<file path="src/rtl/mdrop_uart_pkg.sv">
`timescale 1ns/1ps
// Shared types for the multi-drop transceiver: control register layout,
// transfer mode codes and receiver states.
package mdrop_uart_pkg;

    localparam int CFG_W = 8;

    typedef enum logic [1:0] {
        MODE_PLAIN = 2'b00,
        MODE_MDROP = 2'b01,
        MODE_OPT   = 2'b10,
        MODE_RSVD  = 2'b11
    } xfer_mode_e;

    // Packed MSB first: bit4 irq source, bit3 wake latch, bit2 extra bit, [1:0] mode
    typedef struct packed {
        logic       tx_irq_sel;
        logic       rx_wake;
        logic       id_bit;
        xfer_mode_e mode;
    } cfg_t;

    localparam cfg_t CFG_RESET = '{tx_irq_sel: 1'b0, rx_wake: 1'b1,
                                   id_bit: 1'b0, mode: MODE_PLAIN};

    typedef enum logic [1:0] {RX_IDLE, RX_START, RX_DATA, RX_STOP} rx_state_e;

endpackage

</file>
<file path="src/rtl/mdrop_baud.sv">
`timescale 1ns/1ps
// Fixed divider producing the oversampling tick.
// Assumes DIV >= 1; the counter is held at zero while disabled.
module mdrop_baud #(
    parameter int DIV = 4
) (
    input  logic clk,
    input  logic rst_n,
    input  logic en,
    output logic tick
);
    localparam int CW = $clog2(DIV + 1);

    logic [CW-1:0] cnt_q;

    assign tick = en && (cnt_q == CW'(DIV - 1));

    // Count clock cycles between ticks
    always_ff @(posedge clk) begin
        if (!rst_n || !en)  cnt_q <= '0;
        else if (tick)      cnt_q <= '0;
        else                cnt_q <= cnt_q + 1'b1;
    end
endmodule

</file>
<file path="src/rtl/mdrop_tx.sv">
`timescale 1ns/1ps
// Transmit shifter. It takes a byte from the buffer when idle and sends a
// start bit, the data LSB first, an optional extra bit and a stop bit.
// Assumes OVERSAMPLE is a power of two. Disable aborts the frame.
module mdrop_tx #(
    parameter int DATA_W     = 8,
    parameter int OVERSAMPLE = 16
) (
    input  logic              clk,
    input  logic              rst_n,
    input  logic              en,
    input  logic              tick,
    input  logic              buf_valid,
    input  logic [DATA_W-1:0] buf_data,
    input  logic              buf_app,
    input  logic              buf_has_app,
    output logic              load,
    output logic              done,
    output logic              txd
);
    localparam int FRAME_W = DATA_W + 3;
    localparam int CNT_W   = $clog2(OVERSAMPLE);
    localparam int BITS_W  = $clog2(FRAME_W + 1);

    logic [FRAME_W-1:0] sh_q;
    logic               busy_q;
    logic               done_q;
    logic [CNT_W-1:0]   tcnt_q;
    logic [BITS_W-1:0]  left_q;

    assign load = en && !busy_q && buf_valid;
    assign done = done_q;
    assign txd  = busy_q ? sh_q[0] : 1'b1;

    // Load a frame, then shift one bit per OVERSAMPLE ticks
    always_ff @(posedge clk) begin
        if (!rst_n) begin
            sh_q   <= '1;
            busy_q <= 1'b0;
            done_q <= 1'b0;
            tcnt_q <= '0;
            left_q <= '0;
        end else begin
            done_q <= 1'b0;
            if (!en) begin
                busy_q <= 1'b0;
                tcnt_q <= '0;
            end else if (load) begin
                busy_q <= 1'b1;
                tcnt_q <= '0;
                sh_q   <= {1'b1, (buf_has_app ? buf_app : 1'b1), buf_data, 1'b0};
                left_q <= buf_has_app ? BITS_W'(FRAME_W) : BITS_W'(FRAME_W - 1);
            end else if (busy_q && tick) begin
                if (tcnt_q == CNT_W'(OVERSAMPLE - 1)) begin
                    tcnt_q <= '0;
                    if (left_q == BITS_W'(1)) begin
                        busy_q <= 1'b0;
                        done_q <= 1'b1;
                    end else begin
                        sh_q   <= {1'b1, sh_q[FRAME_W-1:1]};
                        left_q <= left_q - 1'b1;
                    end
                end else begin
                    tcnt_q <= tcnt_q + 1'b1;
                end
            end
        end
    end
endmodule

</file>
<file path="src/rtl/mdrop_rx.sv">
`timescale 1ns/1ps
// Receiver. It synchronises rxd, confirms the start bit at mid-bit and
// samples each bit at its centre. The extra bit is only expected when the
// multi-drop mode was active at start-bit confirmation. The stop bit value
// is not checked.
module mdrop_rx #(
    parameter int DATA_W     = 8,
    parameter int OVERSAMPLE = 16
) (
    input  logic              clk,
    input  logic              rst_n,
    input  logic              en,
    input  logic              tick,
    input  logic              rxd,
    input  logic              mp,
    output logic              done,
    output logic [DATA_W-1:0] data,
    output logic              app
);
    import mdrop_uart_pkg::*;

    localparam int CNT_W = $clog2(OVERSAMPLE);
    localparam int IDX_W = $clog2(DATA_W + 1);
    localparam int HALF  = OVERSAMPLE / 2;

    logic [1:0]       sync_q;
    logic             rx_s;
    rx_state_e        st_q;
    logic [CNT_W-1:0] tcnt_q;
    logic [IDX_W-1:0] idx_q;
    logic [DATA_W:0]  sh_q;
    logic             mp_q;
    logic             done_q;
    logic [IDX_W-1:0] last_idx;

    assign rx_s     = sync_q[1];
    assign last_idx = mp_q ? IDX_W'(DATA_W) : IDX_W'(DATA_W - 1);
    assign done     = done_q;
    assign data     = sh_q[DATA_W-1:0];
    assign app      = mp_q & sh_q[DATA_W];

    // Two-stage synchroniser for the asynchronous line
    always_ff @(posedge clk) begin
        if (!rst_n) sync_q <= 2'b11;
        else        sync_q <= {sync_q[0], rxd};
    end

    // Frame state machine, advanced on oversampling ticks
    always_ff @(posedge clk) begin
        if (!rst_n) begin
            st_q   <= RX_IDLE;
            tcnt_q <= '0;
            idx_q  <= '0;
            sh_q   <= '0;
            mp_q   <= 1'b0;
            done_q <= 1'b0;
        end else begin
            done_q <= 1'b0;
            if (!en) begin
                st_q   <= RX_IDLE;
                tcnt_q <= '0;
            end else if (tick) begin
                case (st_q)
                    RX_IDLE: if (!rx_s) begin
                        st_q   <= RX_START;
                        tcnt_q <= '0;
                    end
                    RX_START: if (tcnt_q == CNT_W'(HALF - 1)) begin
                        tcnt_q <= '0;
                        idx_q  <= '0;
                        mp_q   <= mp;
                        st_q   <= rx_s ? RX_IDLE : RX_DATA;
                    end else begin
                        tcnt_q <= tcnt_q + 1'b1;
                    end
                    RX_DATA: if (tcnt_q == CNT_W'(OVERSAMPLE - 1)) begin
                        tcnt_q      <= '0;
                        sh_q[idx_q] <= rx_s;
                        if (idx_q == last_idx) st_q <= RX_STOP;
                        else                   idx_q <= idx_q + 1'b1;
                    end else begin
                        tcnt_q <= tcnt_q + 1'b1;
                    end
                    RX_STOP: if (tcnt_q == CNT_W'(OVERSAMPLE - 1)) begin
                        tcnt_q <= '0;
                        st_q   <= RX_IDLE;
                        done_q <= 1'b1;
                    end else begin
                        tcnt_q <= tcnt_q + 1'b1;
                    end
                    default: st_q <= RX_IDLE;
                endcase
            end
        end
    end
endmodule

</file>
<file path="src/rtl/mdrop_uart.sv">
`timescale 1ns/1ps
// Multi-drop serial transceiver top. It holds the control register, the
// wake latch, the single-entry transmit buffer and the interrupt
// generation. Assumes all inputs except rxd are synchronous to clk.
module mdrop_uart #(
    parameter int DATA_W     = 8,
    parameter int BAUD_DIV   = 4,
    parameter int OVERSAMPLE = 16
) (
    input  logic              clk,
    input  logic              rst_n,
    input  logic              pwr_en,
    input  logic              tx_en,
    input  logic              rx_en,
    input  logic              cfg_wr,
    input  logic [7:0]        cfg_wdata,
    output logic [7:0]        cfg_rdata,
    input  logic              tx_wr,
    input  logic [DATA_W-1:0] tx_data,
    output logic              tx_full,
    output logic [DATA_W-1:0] rx_data,
    output logic              rx_id,
    output logic              txd,
    input  logic              rxd,
    output logic              tx_irq,
    output logic              rx_irq
);
    import mdrop_uart_pkg::*;

    localparam int CFG_USED = $bits(cfg_t);

    cfg_t              cfg_q;
    cfg_t              wr_c;
    logic              mp;
    logic              tick;
    logic              tx_load, tx_done;
    logic              rx_done, rx_app;
    logic [DATA_W-1:0] rx_byte;
    logic [DATA_W-1:0] buf_data_q;
    logic              buf_app_q, buf_has_app_q, buf_full_q;
    logic [DATA_W-1:0] rx_data_q;
    logic              rx_id_q, rx_irq_q, tx_irq_q;

    assign wr_c      = cfg_t'(cfg_wdata[CFG_USED-1:0]);
    assign mp        = (cfg_q.mode == MODE_MDROP);
    assign cfg_rdata = {{(CFG_W - CFG_USED){1'b0}}, cfg_q};
    assign tx_full   = buf_full_q;
    assign rx_data   = rx_data_q;
    assign rx_id     = rx_id_q;
    assign rx_irq    = rx_irq_q;
    assign tx_irq    = tx_irq_q;

    mdrop_baud #(.DIV(BAUD_DIV)) baud_i (
        .clk(clk), .rst_n(rst_n), .en(pwr_en), .tick(tick)
    );

    mdrop_tx #(.DATA_W(DATA_W), .OVERSAMPLE(OVERSAMPLE)) tx_i (
        .clk(clk), .rst_n(rst_n), .en(pwr_en && tx_en), .tick(tick),
        .buf_valid(buf_full_q), .buf_data(buf_data_q), .buf_app(buf_app_q),
        .buf_has_app(buf_has_app_q), .load(tx_load), .done(tx_done), .txd(txd)
    );

    mdrop_rx #(.DATA_W(DATA_W), .OVERSAMPLE(OVERSAMPLE)) rx_i (
        .clk(clk), .rst_n(rst_n), .en(pwr_en && rx_en), .tick(tick),
        .rxd(rxd), .mp(mp), .done(rx_done), .data(rx_byte), .app(rx_app)
    );

    // Control register: mode locked while enabled, wake latch with clear priority
    always_ff @(posedge clk) begin
        if (!rst_n) begin
            cfg_q <= CFG_RESET;
        end else begin
            if (cfg_wr) begin
                cfg_q.tx_irq_sel <= wr_c.tx_irq_sel;
                cfg_q.id_bit     <= wr_c.id_bit;
                if (!tx_en && !rx_en) cfg_q.mode <= wr_c.mode;
            end
            if (!pwr_en || !tx_en)          cfg_q.rx_wake <= 1'b0;
            else if (rx_done && mp && rx_app) cfg_q.rx_wake <= 1'b1;
            else if (cfg_wr)                cfg_q.rx_wake <= wr_c.rx_wake;
        end
    end

    // Single-entry transmit buffer; the extra bit is fixed at write time
    always_ff @(posedge clk) begin
        if (!rst_n) begin
            buf_full_q    <= 1'b0;
            buf_data_q    <= '0;
            buf_app_q     <= 1'b0;
            buf_has_app_q <= 1'b0;
        end else if (tx_wr && !buf_full_q) begin
            buf_full_q    <= 1'b1;
            buf_data_q    <= tx_data;
            buf_app_q     <= cfg_q.id_bit;
            buf_has_app_q <= mp;
        end else if (tx_load) begin
            buf_full_q    <= 1'b0;
        end
    end

    // Receive result capture and interrupt gating
    always_ff @(posedge clk) begin
        if (!rst_n) begin
            rx_data_q <= '0;
            rx_id_q   <= 1'b0;
            rx_irq_q  <= 1'b0;
        end else begin
            rx_irq_q <= rx_done && (!mp || rx_app || cfg_q.rx_wake);
            if (rx_done) begin
                rx_data_q <= rx_byte;
                rx_id_q   <= rx_app;
            end
        end
    end

    // Transmit interrupt source select
    always_ff @(posedge clk) begin
        if (!rst_n) tx_irq_q <= 1'b0;
        else        tx_irq_q <= cfg_q.tx_irq_sel ? tx_load : tx_done;
    end
endmodule

</file>
<file path="config.mk">
export PLATFORM = sky130hd
export DESIGN_NAME = mdrop_uart
export DESIGN_NICKNAME = d
export VERILOG_FILES = /design/src/rtl/mdrop_uart_pkg.sv /design/src/rtl/mdrop_baud.sv /design/src/rtl/mdrop_tx.sv /design/src/rtl/mdrop_rx.sv /design/src/rtl/mdrop_uart.sv
export SDC_FILE = /design/constraint.sdc
export NUM_CORES = 1
export LEC_CHECK = 0
export ABC_AREA = 1
export BUFFER_PORTS_ARGS = -buffer_cell sky130_fd_sc_hd__buf_2
export CAP_MARGIN = 20
export CORE_MARGIN = 2
export CORE_UTILIZATION = 40
export DETAILED_ROUTE_END_ITERATION = 8
export PLACE_DENSITY = 0.57
export SETUP_SLACK_MARGIN = 0.02
export SLEW_MARGIN = 20
export SYNTH_ARGS = -nofsm -noshare
export SYNTH_HDL_FRONTEND = slang
export SYNTH_SLANG_ARGS = --single-unit
export TNS_END_PERCENT = 1
</file>
<file path="constraint.sdc">
create_clock -name clk -period 1.8 [get_ports clk]
set_input_delay 0.36 -clock clk [delete_from_list [all_inputs] [get_ports clk]]
set_output_delay 0.36 -clock clk [all_outputs]
set_load 0.005 [all_outputs]
</file>
==> flow_metrics.py, run 1 <==
metrics = {
    "sta": {
        "skew_ns": 0.0101,
        "fmax_mhz": 614,
        "fin_setup_tns_ns": 0,
        "whs_ns": 0.215,
        "finalCritPeriodShare_pct": 90.5,
        "worstMarginPinSlew_ns": 0.499,
        "finalHoldViolations": 0,
        "finalCriticalPeriod_ns": 1.63,
        "drv_slew": 0,
        "relSlewSlack_pct": 66.6,
        "setup_viol": 0,
        "rsz0062_at_grt": "no",
    },
    "detailed_routing": {
        "drtPass1Iterations": 4,
        "drc": 0,
        "vias_per_cell": 4.85,
        "routed_wl_microns": 7110,
        "post_drt_wl_per_cell_microns": 12.0,
        "via_count": 2872,
        "ant_nets": 0,
        "drt_iter0_drc": 99,
    },
    "synthesis": {
        "synth.area.top_cells": "dfxtp_1 (44%), nand2_1 (7.6%), nor2_1 (7.1%)",
        "syn_area_sq_um": 3340,
        "synth_top_area_share_pct": 43.8,
        "yosys.area.top_type": "dfxtp_1",
        "avgSynthCellArea_sq_um": 7.57,
        "yosysUniqueCellTypes": 36,
        "synth_seq_area_share_pct": 43.8,
        "ys_ff_latch": 73,
        "synthCells": 441,
        "ys.warnings.count": 0,
    },
    "die": {
        "start_util_pct": 41.0,
        "dieWidth_microns": 95.3,
        "die_h_microns": 95.3,
        "die-area_sq_um": 9090,
        "ios": 45,
        "coreArea_sq_um": 8130,
        "rows": 33,
    },
    "placement": {
        "port_buffers": 38,
        "place_inst": 577,
        "dp.final_hpwl_microns": 5000,
        "place.gp.congestion": 0.861,
    },
    "global_route": {
        "grt-ovfl-total": 0,
        "grtUsageTotal_pct": 17.1,
        "antenna_found_initial": 0,
        "grt_pass1_vias": 2630,
        "grt_pass1_wl_microns": 12100,
        "grt_max_degree": 42,
    },
    "clock_network": {
        "root_buffer": "clkbuf_8",
        "insertion_delay_ns": 0.35,
        "clk_path_buf_depth": 2,
        "cts-buffers-inserted": 9,
        "cts_tree": "yes",
        "post-cts-setup-buffer-count": 0,
        "ctsHoldBuffers": 0,
        "clkSinkCount": 73,
        "path_clk_slew_ns": 0.08,
        "htreeDepth": 3,
        "cts_resized": 0,
    },
    "power": {
        "irDropWorstVdd_mv": 0.293,
        "power_switching_w": 0.000758,
        "cellInternalPower_w": 0.00251,
        "switching_share_pct": 23.2,
        "p_per_area_nw_per_um2": 853,
        "p_comb_share_pct": 6.1,
        "p_clk_share_pct": 42.4,
        "leakage_nw": 1.63,
        "seqPwrFrac_pct": 51.6,
    },
    "worst_setup_path": {
        "start_kind": "flip-flop",
        "critPathArrivalTime_ns": 1.27,
        "worstSetupPathType": "flip-flop to output port",
        "crit_path_max_fanout": 3,
        "worstSetupEndpointType": "output port",
        "crit_required_ns": 1.44,
        "r2r-start": "baud_i.cnt_q[0]",
        "reg2reg_slack_ns": 0.20,
        "reg2reg_depth": 12,
        "reg2reg_to": "tx_i.left_q[2]",
    },
    "layout": {
        "fill_cells": 824,
        "fin_cells": 592,
        "area_growth_pct": 14.8,
        "final_cell_mix": "dfxtp_1 (73), nand2_1 (68), nor2_1 (63)",
        "final_common_cell": "dfxtp_1",
        "fin_nets": 517,
        "antennaDiodeCount": 0,
        "drive_above_1_share_pct": 18.9,
    },
    "job": {
        "drv_cap": 0,
    },
    "hold_path": {
        "hold_path_depth": 2,
        "hold_path.class": "input port to flip-flop",
        "hold_path_startpoint": "rxd",
        "min_to": "rx_i.sync_q[0]",
    },
    "outcome": {
        "status": "finished clean",
    },
}
-- sequential cells by signal (all words and copies together), names as in the netlist, named ones only --
register,cells
tx_i.left_q,4
tx_irq,1
tx_i.done,1
baud_i.cnt_q,3
rx_data,8
tx_full,1
buf_app_q,1
rx_i.done,1
rx_i.tcnt_q,4
rx_i.sync_q,2
rx_i.mp_q,1
rx_irq,1
tx_i.tcnt_q,4
cfg_rdata,5
tx_i.sh_q,10
buf_data_q,8
rx_id,1
rx_i.st_q,1
buf_has_app_q,1
rx_i.idx_q,4
tx_i.busy_q,1
rx_i.sh_q,9
-- worst max-delay path, cell delays in order, from the launching register on --
cell and delay [ns]:
dfxtp_1 0.40, inv_1 0.12, or2_2 0.28, buf_2 0.13
-- cell usage after synthesis, drive strengths merged --
library cell  number
a211oi             2
conb               1
nand4              7
dfxtp             73
buf               11
and3               1
a21oi             37
nor2              67
clkinv             2
inv               43
nand2             77
or2                8
xor2               2
o22ai              1
clkbuf             6
nand3             44
ha                10
xnor2              2
o211ai             8
nor3               4
o21ai             35
-- power groups by stage --
stage | logic, W | clock network, W | registers (W)
CTS | 0.000201 | 0.00143 | 0.00169
global route | 0.000228 | 0.00148 | 0.00169
detailed placement | 0.000199 | 0 | 0.00172
finish | 0.000198 | 0.00139 | 0.00169
global placement | 0.000196 | 0 | 0.00172
floorplan | 0.000138 | 0 | 0.00172
-- per-stage QoR --
step | power [W] | instance area [sq um] | worst slack [ns] | util (%)
floorplan | 0.00185 | 3340 | 0.292 | -
global placement | 0.00192 | 3620 | 0.210 | 44.5
detailed placement | 0.00192 | 3620 | 0.193 | 44.5
CTS | 0.00332 | 3830 | 0.147 | 47.1
global route | 0.00340 | 3830 | 0.0313 | 47.1
finish | 0.00327 | 3830 | 0.171 | 47.1
-- cells by family (layout without fill, tap and decap cells) --
| kind of cell | count (synthesis) | in the layout | share of synthesized area [%] |
|---|---|---|---|
| simple gates | 208 | 208 | 29.4 |
| fa+ha+maj | 10 | 10 | 3.75 |
| compound gates | 83 | 83 | 13.5 |
| buf+inv | 62 | 106 | 8.40 |
| xor+xnor | 4 | 4 | 1.05 |
| flops | 73 | 73 | 43.8 |
| other cells | 1 | 3 | 0.112 |
-- layout make-up --
type / instances / area, sq um / share of cell area (%)
repair buffers: 46 / 250 / 6.53
well taps: 105 / 131 / 3.43
flip-flops and latches: 73 / 1460 / 38.1
multi-input cells: 308 / 1600 / 41.8
inverters: 45 / 176 / 4.60
clock inverters: 5 / 81.3 / 2.12
clock buffers: 10 / 128 / 3.33
-- worst max path at each step --
stage | endpoint | startpoint | cells past startpoint | slack (ns)
final | txd | tx_i.busy_q | 3 | 0.17
after global routing | tx_i.left_q[2] | baud_i.cnt_q[0] | 11 | 0.03
after CTS | txd | tx_i.busy_q | 3 | 0.15
after detailed placement | tx_i.left_q[2] | baud_i.cnt_q[0] | 12 | 0.19
after global placement | tx_i.sh_q[6] | baud_i.cnt_q[0] | 10 | 0.21
after floorplan | tx_i.sh_q[1] | baud_i.cnt_q[0] | 11 | 0.29
-- metal layers --
metal | GRT usage, % | part of all wire, % | up-vias
li1 | - | - | 1523
met2 | 26.8 | 46 | 41
met3 | 3.00 | 3.4 | 13
met1 | 22.3 | 48 | 1295
met4 | 9.30 | 2.5 | 0
met5 | 0 | 0 | -
Power figures use the tool's default switching activity.
==> inputs of run 2 (changes only) <==
Clock period 1.8 ns to 1.5 ns, I/O delays scaled along.
==> run 2 against run 1 <==
The run now ends with setup timing left. Non-clock buffer count up 22. Clock skew down 0.00057 ns. Combinational power up 31%. Worst setup slack worse by 0.19 ns. Cell count up 4.1%. Wire length up 4.8%. Sequential share of layout area down 3.5 points. Sequential power up 20%. Core utilization up 5.0 points. Via count up 4.7%. Sequential cell count unchanged. Largest power group unchanged.
==> flow_metrics.py, run 2 (synthesis gave the netlist of run 1 again) <==
metrics = {
    "power": {
        "irDropWorstVdd_mv": 0.435,
        "cellInternalPower_w": 0.00274,
        "p_clk_share_pct": 38.5,
        "power_switching_w": 0.000963,
        "leakage_nw": 1.82,
        "seqPwrFrac_pct": 54.5,
        "p_comb_share_pct": 7.0,
        "switching_share_pct": 26.0,
        "power_w": 0.00371,
        "p_per_area_nw_per_um2": 876,
    },
    "placement": {
        "dp.final_hpwl_microns": 5230,
        "placed_area_sq_um": 3770,
        "port_buffers": 38,
        "place.gp.congestion": 0.784,
    },
    "clock_network": {
        "htreeDepth": 3,
        "root_buffer": "clkbuf_8",
        "insertion_delay_ns": 0.35,
        "cts_tree": "yes",
        "clk_path_buf_depth": 2,
        "clkSinkCount": 73,
        "cts-buffers-inserted": 9,
        "path_clk_slew_ns": 0.08,
        "ctsHoldBuffers": 0,
    },
    "layout": {
        "top_register": "tx_i.sh_q",
        "top_regs": "tx_i.sh_q: 10 flops, rx_i.sh_q: 9 flops",
        "drive_above_1_share_pct": 29.0,
        "largest_reg_flops": 10,
        "final_common_cell": "dfxtp_1",
        "fill_cells": 789,
        "final_cell_mix": "dfxtp_1 (70), nand2_1 (67), nor2_1 (59)",
        "final_area_sq_um": 4230,
        "fin_nets": 540,
        "antennaDiodeCount": 0,
        "area_growth_pct": 26.9,
    },
    "detailed_routing": {
        "ant_nets": 0,
        "vias_per_cell": 4.88,
        "drt_iter0_drc": 64,
        "via_count": 3006,
        "drtPass1Iterations": 4,
        "drc": 0,
        "post_drt_wl_per_cell_microns": 12.1,
        "routed_wl_microns": 7460,
    },
    "global_route": {
        "antenna_found_initial": 0,
        "grt_pass1_vias": 2831,
        "grt_max_degree": 31,
        "grt_pass1_wl_microns": 12700,
        "grtUsageTotal_pct": 17.8,
        "grt-ovfl-total": 0,
    },
    "worst_setup_path": {
        "critical_path_buf_inv_count": 4,
        "crit_family": "simple AND/OR/NAND/NOR gates",
        "worstSetupEndpointType": "flip-flop",
        "crit_required_ns": 1.78,
        "worstSetupPathType": "flip-flop to flip-flop",
        "start_kind": "flip-flop",
        "critPathArrivalTime_ns": 1.80,
        "critPathSlowestCell": "dfxtp_2",
        "cp_cell_sequence": "ha_4 -> ha_4 -> nand2_4 -> inv_4 -> buf_12 -> nand2_8 -> inv_6 -> nand2_8 -> inv_8 -> nand2_4 -> nand3_1 -> a21oi_2",
        "crit_path_max_fanout": 5,
        "cpPeakStageDelay_ns": 0.34,
    },
    "die": {
        "start_util_pct": 41.0,
        "dieWidth_microns": 95.3,
        "coreArea_sq_um": 8130,
        "die_h_microns": 95.3,
        "ios": 45,
        "rows": 33,
        "die-area_sq_um": 9090,
    },
    "job": {
        "drv_cap": 0,
    },
    "outcome": {
        "violations": "setup timing",
        "status": "finished, violations left",
    },
    "sta": {
        "setup_viol": 2,
        "skew_ns": 0.00953,
        "fin_setup_tns_ns": -0.0216,
        "finalCriticalPeriod_ns": 1.52,
        "fmax_mhz": 660,
        "timing.final.ws_setup_ns": -0.0157,
        "rsz0062_at_grt": "yes",
        "drv_slew": 0,
        "finalHoldViolations": 0,
        "finalCritPeriodShare_pct": 101,
    },
    "hold_path": {
        "hold_path.class": "input port to flip-flop",
    },
}
==> run 2: cell type report <==
cell class	instances	area, sq um	area share, %
Clock inverter	6	42.5	1.00
Clock buffer	10	138	3.25
Timing Repair Buffer	68	468	11.1
Multi-Input combinational cell	308	1790	42.4
Sequential cell	73	1470	34.7
Inverter	45	186	4.40
Tap cell	105	131	3.10
Timing Repair inverter	1	6.26	0.148
==> run 2: worst paths after layout <==
kind | startpoint | end | slack (ns) | cells past startpoint
max | baud_i.cnt_q[0] | rx_i.idx_q[2] | -0.02 | 12
min | rxd | rx_i.sync_q[0] | 0.15 | 2
max reg2reg | baud_i.cnt_q[0] | rx_i.idx_q[2] | -0.02 | 12
min reg2reg | rx_i.sync_q[0] | rx_i.sync_q[1] | 0.42 | 1
==> run 2: timing repair <==
action	CTS	global route
resized for setup	22	34
gates cloned	2	0
pin swaps	10	17
setup buffers	3	1
endpoints found under the setup margin	31	35
==> run 2: layer usage <==
metal	track usage, %	vias to the layer above	wire length [microns]
met3	3.72	9	187
met1	22.7	1393	3650
met5	0	-	0
li1	-	1575	-
met4	7.61	0	122
met2	29.0	29	3500
==> run 2: power by group through the flow <==
stage	logic, W	clock network (W)	registers, W
floorplan	0.000166	0	0.00206
global placement	0.000242	0	0.00206
detailed placement	0.000245	0	0.00207
CTS	0.000251	0.00147	0.00202
global route	0.000297	0.00157	0.00203
finish	0.000260	0.00143	0.00202
==> run 2: metrics by stage <==
step	setup WS (ns)	std cells	util, %	hold WS (ns)
floorplan	0.0219	443	-	0.393
global placement	-0.0412	594	46.3	0.398
detailed placement	-0.0594	594	46.3	0.410
CTS	-0.0437	615	50.4	0.134
global route	-0.147	616	52.1	0.142
finish	-0.0157	616	52.1	0.146
==> inputs of run 3 (changes only) <==
Settings changed: CELL_PAD_IN_SITES_DETAIL_PLACEMENT from default to 0, CELL_PAD_IN_SITES_GLOBAL_PLACEMENT from default to 2, CORE_UTILIZATION 40 to 33, PLACE_DENSITY 0.57 to 0.77.
==> run 3 against run 2 <==
The flow now finishes without violations. Clock-buffer cell count unchanged. Highest routed layer unchanged. Critical endpoint is now tx_i.sh_q[5]. Global-route usage decreased by 2.9 points. Sequential share of layout area decreased by 0.75 points. Worst setup slack improved by 0.033 ns.
==> flow_metrics.py, run 3 (synthesis gave the netlist of run 1 again) <==
metrics = {
    "layout": {
        "largest_reg_flops": 10,
        "top_register": "tx_i.sh_q",
        "area_growth_pct": 29.5,
        "top_regs": "tx_i.sh_q: 10 flops, rx_i.sh_q: 9 flops",
        "antennaDiodeCount": 0,
        "fin_nets": 541,
        "final_area_sq_um": 4320,
        "drive_above_1_share_pct": 29.9,
        "final_common_cell": "dfxtp_1",
        "final_cell_mix": "dfxtp_1 (70), nand2_1 (67), nor2_1 (60)",
        "fill_cells": 1039,
    },
    "worst_setup_path": {
        "start_kind": "flip-flop",
        "reg2reg_to": "tx_i.sh_q[5]",
        "worstSetupEndpointType": "flip-flop",
        "worstSetupPathType": "flip-flop to flip-flop",
        "r2r-start": "baud_i.cnt_q[1]",
        "crit_required_ns": 1.73,
        "crit_path_max_fanout": 6,
        "reg2reg_depth": 10,
        "critPathArrivalTime_ns": 1.72,
        "reg2reg_slack_ns": 0.02,
    },
    "sta": {
        "setup_viol": 0,
        "finalCriticalPeriod_ns": 1.48,
        "fmax_mhz": 675,
        "timing.final.ws_setup_ns": 0.0177,
        "finalHoldViolations": 0,
        "fin_setup_tns_ns": 0,
        "rsz0062_at_grt": "yes",
        "skew_ns": 0.00884,
        "drv_slew": 0,
        "whs_ns": 0.138,
        "finalCritPeriodShare_pct": 98.8,
    },
    "power": {
        "switching_share_pct": 24.3,
        "seqPwrFrac_pct": 50.3,
        "cellInternalPower_w": 0.00305,
        "leakage_nw": 1.84,
        "p_clk_share_pct": 42.9,
        "p_per_area_nw_per_um2": 932,
        "power_switching_w": 0.000980,
        "power_w": 0.00403,
        "irDropWorstVdd_mv": 0.379,
        "p_comb_share_pct": 6.8,
    },
    "clock_network": {
        "cts-buffers-inserted": 9,
        "cts_tree": "yes",
        "path_clk_slew_ns": 0.08,
        "htreeDepth": 3,
        "clk_path_buf_depth": 2,
        "root_buffer": "clkbuf_8",
        "insertion_delay_ns": 0.35,
        "ctsHoldBuffers": 0,
        "clkSinkCount": 73,
    },
    "global_route": {
        "antenna_found_initial": 0,
        "use_met1_pct": 20.2,
        "grt_pass1_vias": 2767,
        "grt-busiest-layer": "met2",
        "grt_util_met3_pct": 4.18,
        "grt_max_degree": 29,
        "grt-ovfl-total": 0,
        "use_met2_pct": 23.2,
        "grtUsageTotal_pct": 14.9,
        "grt_pass1_wl_microns": 13100,
    },
    "placement": {
        "dp_slack_ns": -0.0528,
        "dp.final_hpwl_microns": 5600,
        "place.gp.congestion": 0.752,
        "placed_area_sq_um": 3820,
        "port_buffers": 38,
    },
    "die": {
        "rows": 36,
        "start_util_pct": 34.1,
        "die-area_sq_um": 10900,
        "ios": 45,
        "die_h_microns": 105,
        "dieWidth_microns": 105,
        "coreArea_sq_um": 9770,
    },
    "detailed_routing": {
        "vias_per_cell": 4.66,
        "drt_iter0_drc": 87,
        "via_count": 3004,
        "drtPass1Iterations": 4,
        "post_drt_wl_per_cell_microns": 12.5,
        "drc": 0,
        "routed_wl_microns": 8070,
        "ant_nets": 0,
    },
    "hold_path": {
        "hold_path_depth": 2,
        "hold_path_startpoint": "rxd",
        "min_to": "rx_i.sync_q[0]",
        "hold_path.class": "input port to flip-flop",
    },
    "job": {
        "drv_cap": 0,
    },
    "outcome": {
        "status": "finished clean",
    },
}
run 3: cell types whose count changed in the layout (fill, tap and decap cells not counted), moves of 2 or more:
cell,before,now
nand2_4,5,7
nand3_2,10,16
inv_6,2,0
nand3_1,33,27
bufinv_16,0,2
clkinv_2,2,0
run 3: cell type report:
class,count,area [sq um],area share [%]
timing repair inverter,1,6.26,0.145
timing repair buffer,68,465,10.8
inverter,45,181,4.20
clock inverter,6,92.6,2.14
clock buffer,10,128,2.95
multi-input combinational,309,1820,42.0
tap,133,166,3.85
sequential,73,1470,33.9
run 3: metrics by stage:
stage	std cells	util [%]
6_report	645	44.2
2_1_floorplan	443	-
3_5_place_dp	623	39.1
4_1_cts	640	41.8
3_3_place_gp	623	39.1
5_1_grt	645	44.2
run 3: power by group through the flow:
| stage | registers, W | clock network, W | logic (W) |
|---|---|---|---|
| after floorplan | 0.00206 | 0 | 0.000166 |
| after global placement | 0.00206 | 0 | 0.000254 |
| after detailed placement | 0.00207 | 0 | 0.000257 |
| after CTS | 0.00202 | 0.00179 | 0.000261 |
| after global routing | 0.00203 | 0.00187 | 0.000312 |
| final | 0.00202 | 0.00173 | 0.000276 |
run 3: worst max path at each step:
stage                    start             end  slack [ns]  cells past startpoint
2_1_floorplan  baud_i.cnt_q[0]    tx_i.sh_q[1]        0.02                     11
3_3_place_gp   baud_i.cnt_q[0]  tx_i.left_q[2]       -0.03                     12
3_5_place_dp   baud_i.cnt_q[0]  tx_i.left_q[2]       -0.05                     12
4_1_cts        baud_i.cnt_q[0]    tx_i.sh_q[0]        0.02                     10
5_1_grt        baud_i.cnt_q[0]    tx_i.sh_q[7]       -0.07                     10
6_report       baud_i.cnt_q[1]    tx_i.sh_q[5]        0.02                     10
run 3: metal layers:
metal / vias up / routed length [microns]
met3: 9 / 287
met4: 0 / 93
met1: 1384 / 3900
li1: 1573 / -
met5: - / 0
met2: 38 / 3780
run 3: what timing repair did:
| item | 4_1_cts | 5_1_grt |
|---|---|---|
| resized for setup | 11 | 43 |
| gates cloned | 0 | 3 |
| setup endpoints to repair | 28 | 32 |
| pin swaps | 3 | 8 |
| buffers inserted | 1 | 2 |
| endpoints found under the hold margin | 0 | 0 |
run 3: worst max-delay path: stages, from the launching register on:
cell and delay (ns):
dfxtp_2 0.35, ha_4 0.14, ha_4 0.13, nand2_4 0.05
inv_4 0.08, nand2_4 0.06, nor2_4 0.13, nand2_4 0.12
clkbuf_16 0.19, nand3_2 0.05, nand3_1 0.07
